`src/rtl/dac_pkg.sv`:
```
package dac_pkg;
  localparam int NCH    = 2;
  localparam int DATA_W = 12;
  localparam int BUS_W  = 8;
  localparam int ADDR_W = 5;

  typedef enum logic [1:0] {
    SRC_TMR_A = 2'd0,
    SRC_TMR_B = 2'd1,
    SRC_EXT   = 2'd2,
    SRC_SW    = 2'd3
  } trig_src_e;

  typedef struct packed {
    logic      dma_en;
    logic      buf_off;
    trig_src_e src;
    logic      trig_en;
    logic      en;
  } chan_cfg_t;

  localparam int CFG_W = $bits(chan_cfg_t);

  localparam int A_CFG0    = 0;
  localparam int A_SWTRIG  = 2;
  localparam int A_CH_BASE = 4;
  localparam int A_CH_STEP = 5;
  localparam int V_RHI     = 0;
  localparam int V_RLO     = 1;
  localparam int V_LHI     = 2;
  localparam int V_LLO     = 3;
  localparam int V_R8      = 4;
  localparam int A_D8_0    = 14;
  localparam int A_D8_1    = 15;
  localparam int A_DR_HI0  = 16;
  localparam int A_DR_LO0  = 17;
  localparam int A_DR_HI1  = 18;
  localparam int A_DR_LO1  = 19;
endpackage

```
`src/rtl/dac_cfg_regs.sv`:
```
module dac_cfg_regs
  import dac_pkg::*;
#(
  parameter int AW = ADDR_W,
  parameter int BW = BUS_W
) (
  input  logic                  clk,
  input  logic                  rst_n,
  input  logic                  wr_en,
  input  logic [AW-1:0]         wr_addr,
  input  logic [BW-1:0]         wr_data,
  input  logic [NCH-1:0]        sw_take,
  output chan_cfg_t [NCH-1:0]   cfg,
  output logic [NCH-1:0]        sw_pend
);
  chan_cfg_t [NCH-1:0] cfg_q, cfg_n;
  logic [NCH-1:0]      sw_q, sw_n;

  always_comb begin
    cfg_n = cfg_q;
    sw_n  = sw_q & ~sw_take;
    for (int c = 0; c < NCH; c++) begin
      if (wr_en && wr_addr == AW'(A_CFG0 + c)) begin
        cfg_n[c] = chan_cfg_t'(wr_data[CFG_W-1:0]);
        if (cfg_q[c].en) cfg_n[c].src = cfg_q[c].src;
      end
    end
    if (wr_en && wr_addr == AW'(A_SWTRIG)) sw_n = sw_n | wr_data[NCH-1:0];
  end

  always_ff @(posedge clk or negedge rst_n) begin
    if (!rst_n) begin
      cfg_q <= '0;
      sw_q  <= '0;
    end else begin
      cfg_q <= cfg_n;
      sw_q  <= sw_n;
    end
  end

  assign cfg     = cfg_q;
  assign sw_pend = sw_q;

  for (genvar g = 0; g < NCH; g++) begin : g_chk
    AST_SRC_LOCKED: assert property (@(posedge clk) disable iff (!rst_n)
      cfg_q[g].en |=> cfg_q[g].src == $past(cfg_q[g].src));
  end
endmodule

```
`src/rtl/dac_hold.sv`:
```
module dac_hold
  import dac_pkg::*;
#(
  parameter int DW = DATA_W,
  parameter int BW = BUS_W,
  parameter int AW = ADDR_W
) (
  input  logic                    clk,
  input  logic                    rst_n,
  input  logic                    wr_en,
  input  logic [AW-1:0]           wr_addr,
  input  logic [BW-1:0]           wr_data,
  output logic [NCH-1:0][DW-1:0]  hold,
  output logic [NCH-1:0]          commit
);
  localparam int LW = DW - BW;

  logic [NCH-1:0][DW-1:0] hold_q, hold_n;
  logic [NCH-1:0][LW-1:0] rhi_q, rhi_n;
  logic [NCH-1:0][BW-1:0] lhi_q, lhi_n;
  logic [BW-1:0]          d8_q, d8_n, dlo_q, dlo_n;

  always_comb begin
    hold_n = hold_q;
    rhi_n  = rhi_q;
    lhi_n  = lhi_q;
    d8_n   = d8_q;
    dlo_n  = dlo_q;
    commit = '0;
    if (wr_en) begin
      for (int c = 0; c < NCH; c++) begin
        if (wr_addr == AW'(A_CH_BASE + c*A_CH_STEP + V_RHI)) rhi_n[c] = wr_data[LW-1:0];
        if (wr_addr == AW'(A_CH_BASE + c*A_CH_STEP + V_RLO)) begin
          hold_n[c] = {rhi_q[c], wr_data};
          commit[c] = 1'b1;
        end
        if (wr_addr == AW'(A_CH_BASE + c*A_CH_STEP + V_LHI)) lhi_n[c] = wr_data;
        if (wr_addr == AW'(A_CH_BASE + c*A_CH_STEP + V_LLO)) begin
          hold_n[c] = {lhi_q[c], wr_data[BW-1 -: LW]};
          commit[c] = 1'b1;
        end
        if (wr_addr == AW'(A_CH_BASE + c*A_CH_STEP + V_R8)) begin
          hold_n[c] = {wr_data, {LW{1'b0}}};
          commit[c] = 1'b1;
        end
      end
      if (wr_addr == AW'(A_D8_0)) d8_n = wr_data;
      if (wr_addr == AW'(A_D8_1)) begin
        hold_n[0] = {d8_q, {LW{1'b0}}};
        hold_n[1] = {wr_data, {LW{1'b0}}};
        commit    = '1;
      end
      if (wr_addr == AW'(A_DR_HI0)) rhi_n[0] = wr_data[LW-1:0];
      if (wr_addr == AW'(A_DR_HI1)) rhi_n[1] = wr_data[LW-1:0];
      if (wr_addr == AW'(A_DR_LO0)) dlo_n = wr_data;
      if (wr_addr == AW'(A_DR_LO1)) begin
        hold_n[0] = {rhi_q[0], dlo_q};
        hold_n[1] = {rhi_q[1], wr_data};
        commit    = '1;
      end
    end
  end

  always_ff @(posedge clk or negedge rst_n) begin
    if (!rst_n) begin
      hold_q <= '0;
      rhi_q  <= '0;
      lhi_q  <= '0;
      d8_q   <= '0;
      dlo_q  <= '0;
    end else begin
      hold_q <= hold_n;
      rhi_q  <= rhi_n;
      lhi_q  <= lhi_n;
      d8_q   <= d8_n;
      dlo_q  <= dlo_n;
    end
  end

  assign hold = hold_q;

  for (genvar g = 0; g < NCH; g++) begin : g_chk
    AST_HOLD_ONLY_ON_COMMIT: assert property (@(posedge clk) disable iff (!rst_n)
      !commit[g] |=> $stable(hold_q[g]));
  end
endmodule

```
`src/rtl/dac_ext_sync.sv`:
```
module dac_ext_sync #(
  parameter int STAGES = 2
) (
  input  logic clk,
  input  logic rst_n,
  input  logic async_in,
  output logic rise
);
  logic [STAGES:0] sh_q, sh_n;

  always_comb sh_n = {sh_q[STAGES-1:0], async_in};

  always_ff @(posedge clk or negedge rst_n) begin
    if (!rst_n) sh_q <= '0;
    else        sh_q <= sh_n;
  end

  assign rise = sh_q[STAGES-1] & ~sh_q[STAGES];

  AST_RISE_SINGLE: assert property (@(posedge clk) disable iff (!rst_n)
    rise |=> !rise);
endmodule

```
`src/rtl/dac_chan_xfer.sv`:
```
module dac_chan_xfer
  import dac_pkg::*;
#(
  parameter int DW = DATA_W
) (
  input  logic          clk,
  input  logic          rst_n,
  input  chan_cfg_t     cfg,
  input  logic          tmr_a,
  input  logic          tmr_b,
  input  logic          ext_rise,
  input  logic          sw_pend,
  input  logic          commit,
  input  logic [DW-1:0] hold,
  output logic [DW-1:0] dout,
  output logic          dreq,
  output logic          take_sw
);
  logic          src_hit, hit;
  logic          xfer_q, xfer_n, dreq_q, dreq_n;
  logic [DW-1:0] out_q, out_n;

  always_comb begin
    unique case (cfg.src)
      SRC_TMR_A: src_hit = tmr_a;
      SRC_TMR_B: src_hit = tmr_b;
      SRC_EXT:   src_hit = ext_rise;
      default:   src_hit = sw_pend;
    endcase
    hit     = cfg.en & cfg.trig_en & src_hit;
    take_sw = hit & (cfg.src == SRC_SW);
    xfer_n  = cfg.en & (cfg.trig_en ? hit : commit);
    dreq_n  = hit & cfg.dma_en & (cfg.src != SRC_SW);
    out_n   = xfer_q ? hold : out_q;
  end

  always_ff @(posedge clk or negedge rst_n) begin
    if (!rst_n) begin
      xfer_q <= 1'b0;
      dreq_q <= 1'b0;
      out_q  <= '0;
    end else begin
      xfer_q <= xfer_n;
      dreq_q <= dreq_n;
      out_q  <= out_n;
    end
  end

  assign dout = out_q;
  assign dreq = dreq_q;

  AST_OUT_HOLDS: assert property (@(posedge clk) disable iff (!rst_n)
    !xfer_q |=> $stable(out_q));
  AST_DMA_WITH_XFER: assert property (@(posedge clk) disable iff (!rst_n)
    dreq_q |-> xfer_q);
endmodule

```
`src/rtl/dac_hold_trig.sv`:
```
module dac_hold_trig
  import dac_pkg::*;
#(
  parameter int DW          = DATA_W,
  parameter int BW          = BUS_W,
  parameter int AW          = ADDR_W,
  parameter int SYNC_STAGES = 2
) (
  input  logic          clk,
  input  logic          rst_n,
  input  logic          wr_en,
  input  logic [AW-1:0] wr_addr,
  input  logic [BW-1:0] wr_data,
  input  logic          tmr_a,
  input  logic          tmr_b,
  input  logic          ext_trig,
  output logic [DW-1:0] dout0,
  output logic [DW-1:0] dout1,
  output logic [1:0]    dma_req,
  output logic [1:0]    ch_en,
  output logic [1:0]    buf_off
);
  chan_cfg_t [NCH-1:0]    cfg;
  logic [NCH-1:0]         sw_pend, sw_take, commit;
  logic [NCH-1:0][DW-1:0] hold, dout;
  logic                   ext_rise;

  dac_cfg_regs #(.AW(AW), .BW(BW)) u_cfg (
    .clk(clk), .rst_n(rst_n), .wr_en(wr_en), .wr_addr(wr_addr), .wr_data(wr_data),
    .sw_take(sw_take), .cfg(cfg), .sw_pend(sw_pend)
  );

  dac_hold #(.DW(DW), .BW(BW), .AW(AW)) u_hold (
    .clk(clk), .rst_n(rst_n), .wr_en(wr_en), .wr_addr(wr_addr), .wr_data(wr_data),
    .hold(hold), .commit(commit)
  );

  dac_ext_sync #(.STAGES(SYNC_STAGES)) u_sync (
    .clk(clk), .rst_n(rst_n), .async_in(ext_trig), .rise(ext_rise)
  );

  for (genvar c = 0; c < NCH; c++) begin : g_ch
    dac_chan_xfer #(.DW(DW)) u_xfer (
      .clk(clk), .rst_n(rst_n), .cfg(cfg[c]), .tmr_a(tmr_a), .tmr_b(tmr_b),
      .ext_rise(ext_rise), .sw_pend(sw_pend[c]), .commit(commit[c]), .hold(hold[c]),
      .dout(dout[c]), .dreq(dma_req[c]), .take_sw(sw_take[c])
    );
    assign ch_en[c]   = cfg[c].en;
    assign buf_off[c] = cfg[c].buf_off;

    AST_SW_NO_DMA: assert property (@(posedge clk) disable iff (!rst_n)
      dma_req[c] |-> $past(cfg[c].src) != SRC_SW);
    AST_DISABLED_FROZEN: assert property (@(posedge clk) disable iff (!rst_n)
      (!cfg[c].en && !$past(cfg[c].en)) |=> $stable(dout[c]));
  end

  assign dout0 = dout[0];
  assign dout1 = dout[1];
endmodule

```
`config.mk`:
```
export PLATFORM = sky130hd
export DESIGN_NAME = dac_hold_trig
export DESIGN_NICKNAME = d
export VERILOG_FILES = /design/src/rtl/dac_pkg.sv /design/src/rtl/dac_cfg_regs.sv /design/src/rtl/dac_hold.sv /design/src/rtl/dac_ext_sync.sv /design/src/rtl/dac_chan_xfer.sv /design/src/rtl/dac_hold_trig.sv
export SDC_FILE = /design/constraint.sdc
export NUM_CORES = 1
export LEC_CHECK = 0
export BUFFER_PORTS_ARGS = -buffer_cell sky130_fd_sc_hd__buf_2
export CORE_MARGIN = 2
export CORE_UTILIZATION = 45
export CTS_BUF_LIST = sky130_fd_sc_hd__clkbuf_4 sky130_fd_sc_hd__clkbuf_8
export CTS_CLUSTER_SIZE = 20
export DETAILED_ROUTE_END_ITERATION = 10
export GPL_TIMING_DRIVEN = 0
export PLACE_DENSITY_LB_ADDON = 0.15
export SETUP_SLACK_MARGIN = 0.1
export SLEW_MARGIN = 20
export SYNTH_ARGS = -nofsm -noshare
export SYNTH_HDL_FRONTEND = slang
export SYNTH_SLANG_ARGS = --single-unit
```
`constraint.sdc`:
```
create_clock -name clk -period 1.4 [get_ports clk]
set_input_delay 0.07 -clock clk [delete_from_list [all_inputs] [get_ports clk]]
set_output_delay 0.07 -clock clk [all_outputs]
set_load 0.005 [all_outputs]
```
==> flow_summary_export.csv, run 1 <==
group,metric,value,unit
clock_network,cts_tree,"built",
die,die_h,111,um
timing,fmax,781,MHz
place,place_area,5670,um^2
power_and_ir_drop,p_total,7.99,mW
cells_and_area,mostFrequentLayoutCells,"108 x dfrtp_1, 66 x mux2_2, 59 x buf_2",
yosys,mappedNetlistArea,5190,um^2
cells_and_area,num-fill-cells,1055,
grt,met2_usage,31.1,%
flow_run,max_cap_viol_count,0,
yosys,syn_avg_cell_area,11.0,um^2
yosys,yosysSeqAreaShare,52.5,%
place,hpwl,8730,um
clock_network,htree_levels,3,
clock_network,cts-root-buf,"clkbuf_8",
die,pin_count,49,
min_path,hold_depth,3,
clock_network,clock-sinks,109,
setup_path,worstPathArrival,1.53,ns
grt,grt_pass1_wl,20400,um
cells_and_area,final_cells,680,
clock_network,max-clock-path-buffers,2,
timing,grt_setup_unrepaired,"yes",
cells_and_area,final_common_cell,"dfrtp_1",
clock_network,path_clk_slew,0.10,ns
die,rows,39,
yosys,synthFlopType,"dfrtp_1",
yosys,yosys.cell_types.count,52,
cells_and_area,layout.nets,553,
die,start_util,45.9,%
power_and_ir_drop,peakVddDrop,0.653,mV
die,die_area,12400,um^2
grt,met1_usage,30.3,%
grt,grt_busiest_layer,"met2",
grt,antenna_found_initial,0,
yosys,syn_nets,490,
timing,report.final.slew_viol_count,0,
timing,slew_headroom,45.2,%
yosys,yosysWarnings,0,
setup_path,worstSetupStartpointType,"register",
cells_and_area,diodes,0,
setup_path,path_class,"register to register",
grt,grt_use_total,21.1,%
timing,setup_violations,0,
run_status,status,"finished, final reports clean",
place,gp_congestion,0.922,
cells_and_area,postLayoutCellArea,5920,um^2
routing,drtIter0Drc,230,
grt,grt_max_degree,82,
yosys,synthArstFlopShare,100,%
routing,drt-pass1-iter-count,5,
cells_and_area,seq_area,2730,um^2
routing,viasPerCell,5.69,
routing,drc,0,
yosys,ys_ff_latch,109,
setup_path,cp_max_fo,2,
setup_path,end_kind,"register",
cells_and_area,drive_gt1_share,34.1,%
grt,overflow,0,
min_path,worstHoldPathType,"input pin to register",
place,placed_cells,663,
die,core_area,11300,um^2
grt,first_global_vias,3776,
cells_and_area,area_delta_synth_final,14.0,%
timing,finClkSkew,0.00748,ns
yosys,synth_edf_count,0,
setup_path,critPathRequiredTime,1.65,ns
timing,tightest_slew,0.822,ns
routing,routed_wl,12500,um
power_and_ir_drop,p_leak,2.76,nW
timing,min_period,1.28,ns
grt,met3_usage,5.06,%
routing,vias,3872,
routing,ant_nets,0,
routing,wl_per_cell,18.4,um
timing,hold_violations,0,
clock_network,cts_buffers,9,
die,dieWidth,111,um
clock_network,clock_latency,0.38,ns
power_and_ir_drop,pwr_density_cell,1350,nW/um^2
cells_and_area,post-route-util,52.3,%
place,port_buffers,48,
setup_path,reg2regPathDepth,4,
yosys,postSynthCellCount,471,
timing,fin_crit_sh,91.5,%
cells_and_area,multiInputGateArea,2260,um^2
flip-flops by register name, summed over array words and instances (netlist names):
name	cells
u_hold.rhi_q	8
u_hold.d8_q	8
g_ch.u_xfer.dout	24
g_ch.u_xfer.xfer_q	2
u_cfg.sw_pend	2
u_cfg.cfg	12
u_sync.sh_q	3
u_hold.hold	24
u_hold.dlo_q	8
u_hold.lhi_q	16
g_ch.u_xfer.dreq	2
per-stage QoR:
| stage | setup TNS [ns] | setup slack (ns) | hold WS (ns) |
|---|---|---|---|
| finish | 0 | 0.119 | 0.0806 |
| global route | 0 | 0.0875 | 0.0884 |
| CTS | 0 | 0.0273 | 0.0599 |
| detailed placement | -8.16 | -0.316 | -0.0383 |
| global placement | -116.51 | -1.01 | 0.178 |
| floorplan | 0 | 0.102 | -0.226 |
power breakdown:
| part | switching [mW] | leakage [nW] | internal [mW] |
|---|---|---|---|
| clock | 1.04 | 0.0877 | 0.729 |
| sequential | 0.449 | 1.40 | 3.95 |
| combinational | 0.806 | 1.28 | 1.02 |
| total | 2.29 | 2.76 | 5.70 |
Yosys cell counts, drive strengths merged, types with 2 or more instances:
cell type  instances  area (um^2)
or3b               2         17.5
buf               28          196
nand3              8         40.0
a22o               7         61.3
a21oi             27          139
dfrtp            109         2730
nand3b             2         18.8
a221oi             2         23.8
and2               3         18.8
mux2              67          754
nor3              15         86.3
nand4b             3         26.3
nor2b              5         31.3
a2bb2oi            4         35.0
o22ai              8         50.1
a32o               6         60.1
o31ai              8         75.1
or3                6         42.5
o21ai             45          229
inv               10         37.5
nand2             47          179
clkbuf             8         31.3
and3               3         18.8
nor2              27          101
nor3b              2         31.3
nand2b             5         31.3
mux2i              3         30.0
kinds of logic (layout without fill, tap and decap cells):
group / count (synthesis) / after routing / synth area share, %
compound gates: 112 / 112 / 13.8
xor+xnor: 1 / 1 / 0.169
buf+inv: 46 / 112 / 5.11
flops: 109 / 109 / 52.5
mux: 71 / 71 / 15.5
simple gates: 132 / 132 / 12.9
worst paths after layout:
path	start	endpoint	slack, ns
max in group asynchronous	rst_n	u_hold.d8_q[4]	0.58
min	wr_data[1]	u_hold.hold[17]	0.08
max reg2reg	u_sync.sh_q[1]	g_ch[0].u_xfer.xfer_q	0.12
min in group asynchronous	rst_n	u_cfg.cfg[7]	0.14
min reg2reg	u_sync.sh_q[0]	u_sync.sh_q[1]	0.36
max	u_sync.sh_q[1]	g_ch[0].u_xfer.xfer_q	0.12
final cells by class:
type                            count  share of cell area, %
Multi-Input combinational cell    316                   38.2
Inverter                           10                  0.634
Sequential cell                   109                   46.1
Tap cell                          143                   3.02
Clock buffer                       11                   2.56
Clock inverter                      3                  0.359
Timing Repair Buffer               52                   5.09
Buffer                             36                   4.03
critical path: stages, from the launching register on:
cell and delay, ns:
dfrtp_1 0.39, nor2b_4 0.13, mux2_4 0.27, o2111ai_4 0.25, o21ai_2 0.12
timing repair:
action	4_1_cts	5_1_grt
hold buffers	2	0
setup buffers	0	1
resized for setup	4	13
setup endpoints to repair	22	10
pin swaps	0	2
hold endpoints to repair	110	0
layer usage:
layer	vias up	routed length, um
met2	114	5620
met3	23	710
met4	0	258
met5	-	0
li1	1812	-
met1	1923	5920
Power figures use the tool's default switching activity.
==> run 2, diff against run 1 <==
Clock period 1.4 ns to 1.6 ns, I/O delays scaled along.
==> run 2 against run 1 <==
Non-clock buffer count shrank 1; cell count did not move; total power fell by 10%; design area is 0.74% lower; hold slack worse by 0.0088 ns; sequential cell count unchanged; first-iteration DRC count shrank 2.6%; utilization down 0.39 points; clock power barely moved; wire length rose by 0.48%; combinational power shrank 14%.
==> flow_summary_export.csv, run 2 (synthesized netlist as in run 1, its figures left out) <==
group,metric,value,unit
timing,report.final.slew_viol_count,0,
die,die_area,12400,um^2
min_path,hold_path_end,"u_hold.hold[16]",
clock_network,cts-root-buf,"clkbuf_8",
routing,viasPerCell,5.66,
setup_path,cp_max_fo,10,
place,gp_congestion,0.916,
routing,ant_nets,0,
cells_and_area,diodes,0,
clock_network,cts_buffers,9,
cells_and_area,area_delta_synth_final,13.2,%
clock_network,cts_tree,"built",
power_and_ir_drop,p_total,7.17,mW
timing,finClkSkew,0.0129,ns
grt,grt_use_total,21.2,%
die,dieWidth,111,um
setup_path,worstPathArrival,1.68,ns
timing,layout_setup_ws,0.198,ns
timing,hold_violations,0,
timing,fin_crit_sh,87.6,%
power_and_ir_drop,pwr_density_cell,1220,nW/um^2
die,rows,39,
setup_path,critPathRequiredTime,1.88,ns
timing,tightest_slew,0.711,ns
place,hpwl,8740,um
timing,timing.hold.ws,0.0718,ns
grt,first_global_vias,3853,
setup_path,r2r_slack,0.22,ns
timing,grt_setup_unrepaired,"no",
setup_path,end_kind,"register",
min_path,hold_depth,3,
clock_network,max-clock-path-buffers,2,
routing,drc,0,
routing,wl_per_cell,18.5,um
setup_path,r2r_end,"g_ch[0].u_xfer.xfer_q",
power_and_ir_drop,p_leak,2.74,nW
grt,grt_pass1_wl,20700,um
clock_network,htree_levels,3,
clock_network,clock_latency,0.38,ns
die,core_area,11300,um^2
clock_network,path_clk_slew,0.10,ns
grt,overflow,0,
cells_and_area,mostFrequentLayoutCells,"109 x dfrtp_1, 67 x mux2_2, 57 x buf_2",
die,pin_count,49,
setup_path,path_class,"input pin to register",
place,port_buffers,48,
min_path,hp-start,"wr_data[0]",
cells_and_area,layout.nets,552,
place,dp_worst_setup_slack,-0.234,ns
grt,antenna_found_initial,0,
grt,grt_max_degree,66,
power_and_ir_drop,peakVddDrop,0.535,mV
setup_path,r2r-start,"u_cfg.cfg[3]",
routing,drtIter0Drc,224,
timing,min_period,1.40,ns
clock_network,clock-sinks,109,
routing,vias,3849,
routing,routed_wl,12600,um
cells_and_area,num-fill-cells,1029,
timing,fin_setup_tns,0,ns
routing,drt-pass1-iter-count,5,
die,start_util,45.9,%
cells_and_area,final_common_cell,"dfrtp_1",
timing,setup_violations,0,
die,die_h,111,um
timing,fmax,713,MHz
setup_path,reg2regPathDepth,3,
min_path,worstHoldPathType,"input pin to register",
cells_and_area,drive_gt1_share,32.2,%
timing,slew_headroom,52.6,%
run_status,status,"finished, final reports clean",
clock_network,cts_setup_buffers,0,
flow_run,max_cap_viol_count,0,
setup_path,worstSetupStartpointType,"input pin",
==> run 2: cell count changes in the layout (fill, tap and decap cells not counted), moves of 2 or more <==
| cell | previous run | this run |
|---|---|---|
| nor2_2 | 2 | 0 |
| o21ai_0 | 37 | 40 |
| buf_2 | 59 | 57 |
| o21ai_1 | 6 | 4 |
| nor2_1 | 25 | 27 |
==> run 2: how the worst max path moves through the flow <==
stage	depth (start not counted)	slack, ns	startpoint	endpoint
detailed placement	6	-0.23	wr_addr[1]	g_ch[0].u_xfer.xfer_q
floorplan	6	0.21	wr_addr[4]	u_cfg.cfg[2]
CTS	3	0.15	u_cfg.cfg[3]	g_ch[0].u_xfer.xfer_q
global placement	1	-0.82	rst_n	g_ch[0].u_xfer.dout[6]
global route	7	0.15	wr_addr[4]	u_hold.hold[11]
finish	6	0.20	wr_addr[1]	g_ch[0].u_xfer.xfer_q
==> run 2: layout make-up <==
class / instances / area, um^2 / area share [%]
Tap cell: 143 / 179 / 3.04
Multi-Input combinational cell: 316 / 2210 / 37.6
Inverter: 10 / 37.5 / 0.638
Sequential cell: 109 / 2730 / 46.4
Clock buffer: 12 / 159 / 2.70
Clock inverter: 3 / 45.0 / 0.766
Buffer: 36 / 229 / 3.89
Timing Repair Buffer: 51 / 294 / 5.00
==> run 2: repair_timing <==
item | CTS | global route
gates resized for setup | 1 | 2
endpoints found under the setup margin | 1 | 11
endpoints found under the hold margin | 45 | 0
pin swaps | 0 | 0
hold buffers | 2 | 0
==> run 2: critical path, stage by stage <==
cell     delay [ns]
buf_2          0.14
nor3_1         0.43
nand2_2        0.23
a31o_2         0.36
buf_6          0.17
o21ai_1        0.27
==> run 2: metrics by stage <==
| stage | cell area, um^2 | utilization, % | cells |
|---|---|---|---|
| after global routing | 5880 | 51.9 | 680 |
| after CTS | 5870 | 51.9 | 680 |
| after global placement | 5610 | 49.6 | 662 |
| after detailed placement | 5650 | 49.9 | 663 |
| final | 5880 | 51.9 | 680 |
| after floorplan | 5190 | - | 471 |
==> run 2: power by group <==
group,switching [mW],internal (mW)
Clock,0.929,0.819
Sequential,0.392,3.46
Combinational,0.690,0.881
Total,2.01,5.16
==> run 2: per-layer routing <==
layer  vias up  routed length (um)  track usage, %
li1       1806                   -               -
met1      1910                6100            31.0
met2       118                5690            33.1
met3        15                 561            2.34
met4         0                 219            7.24
met5         -                   0               0
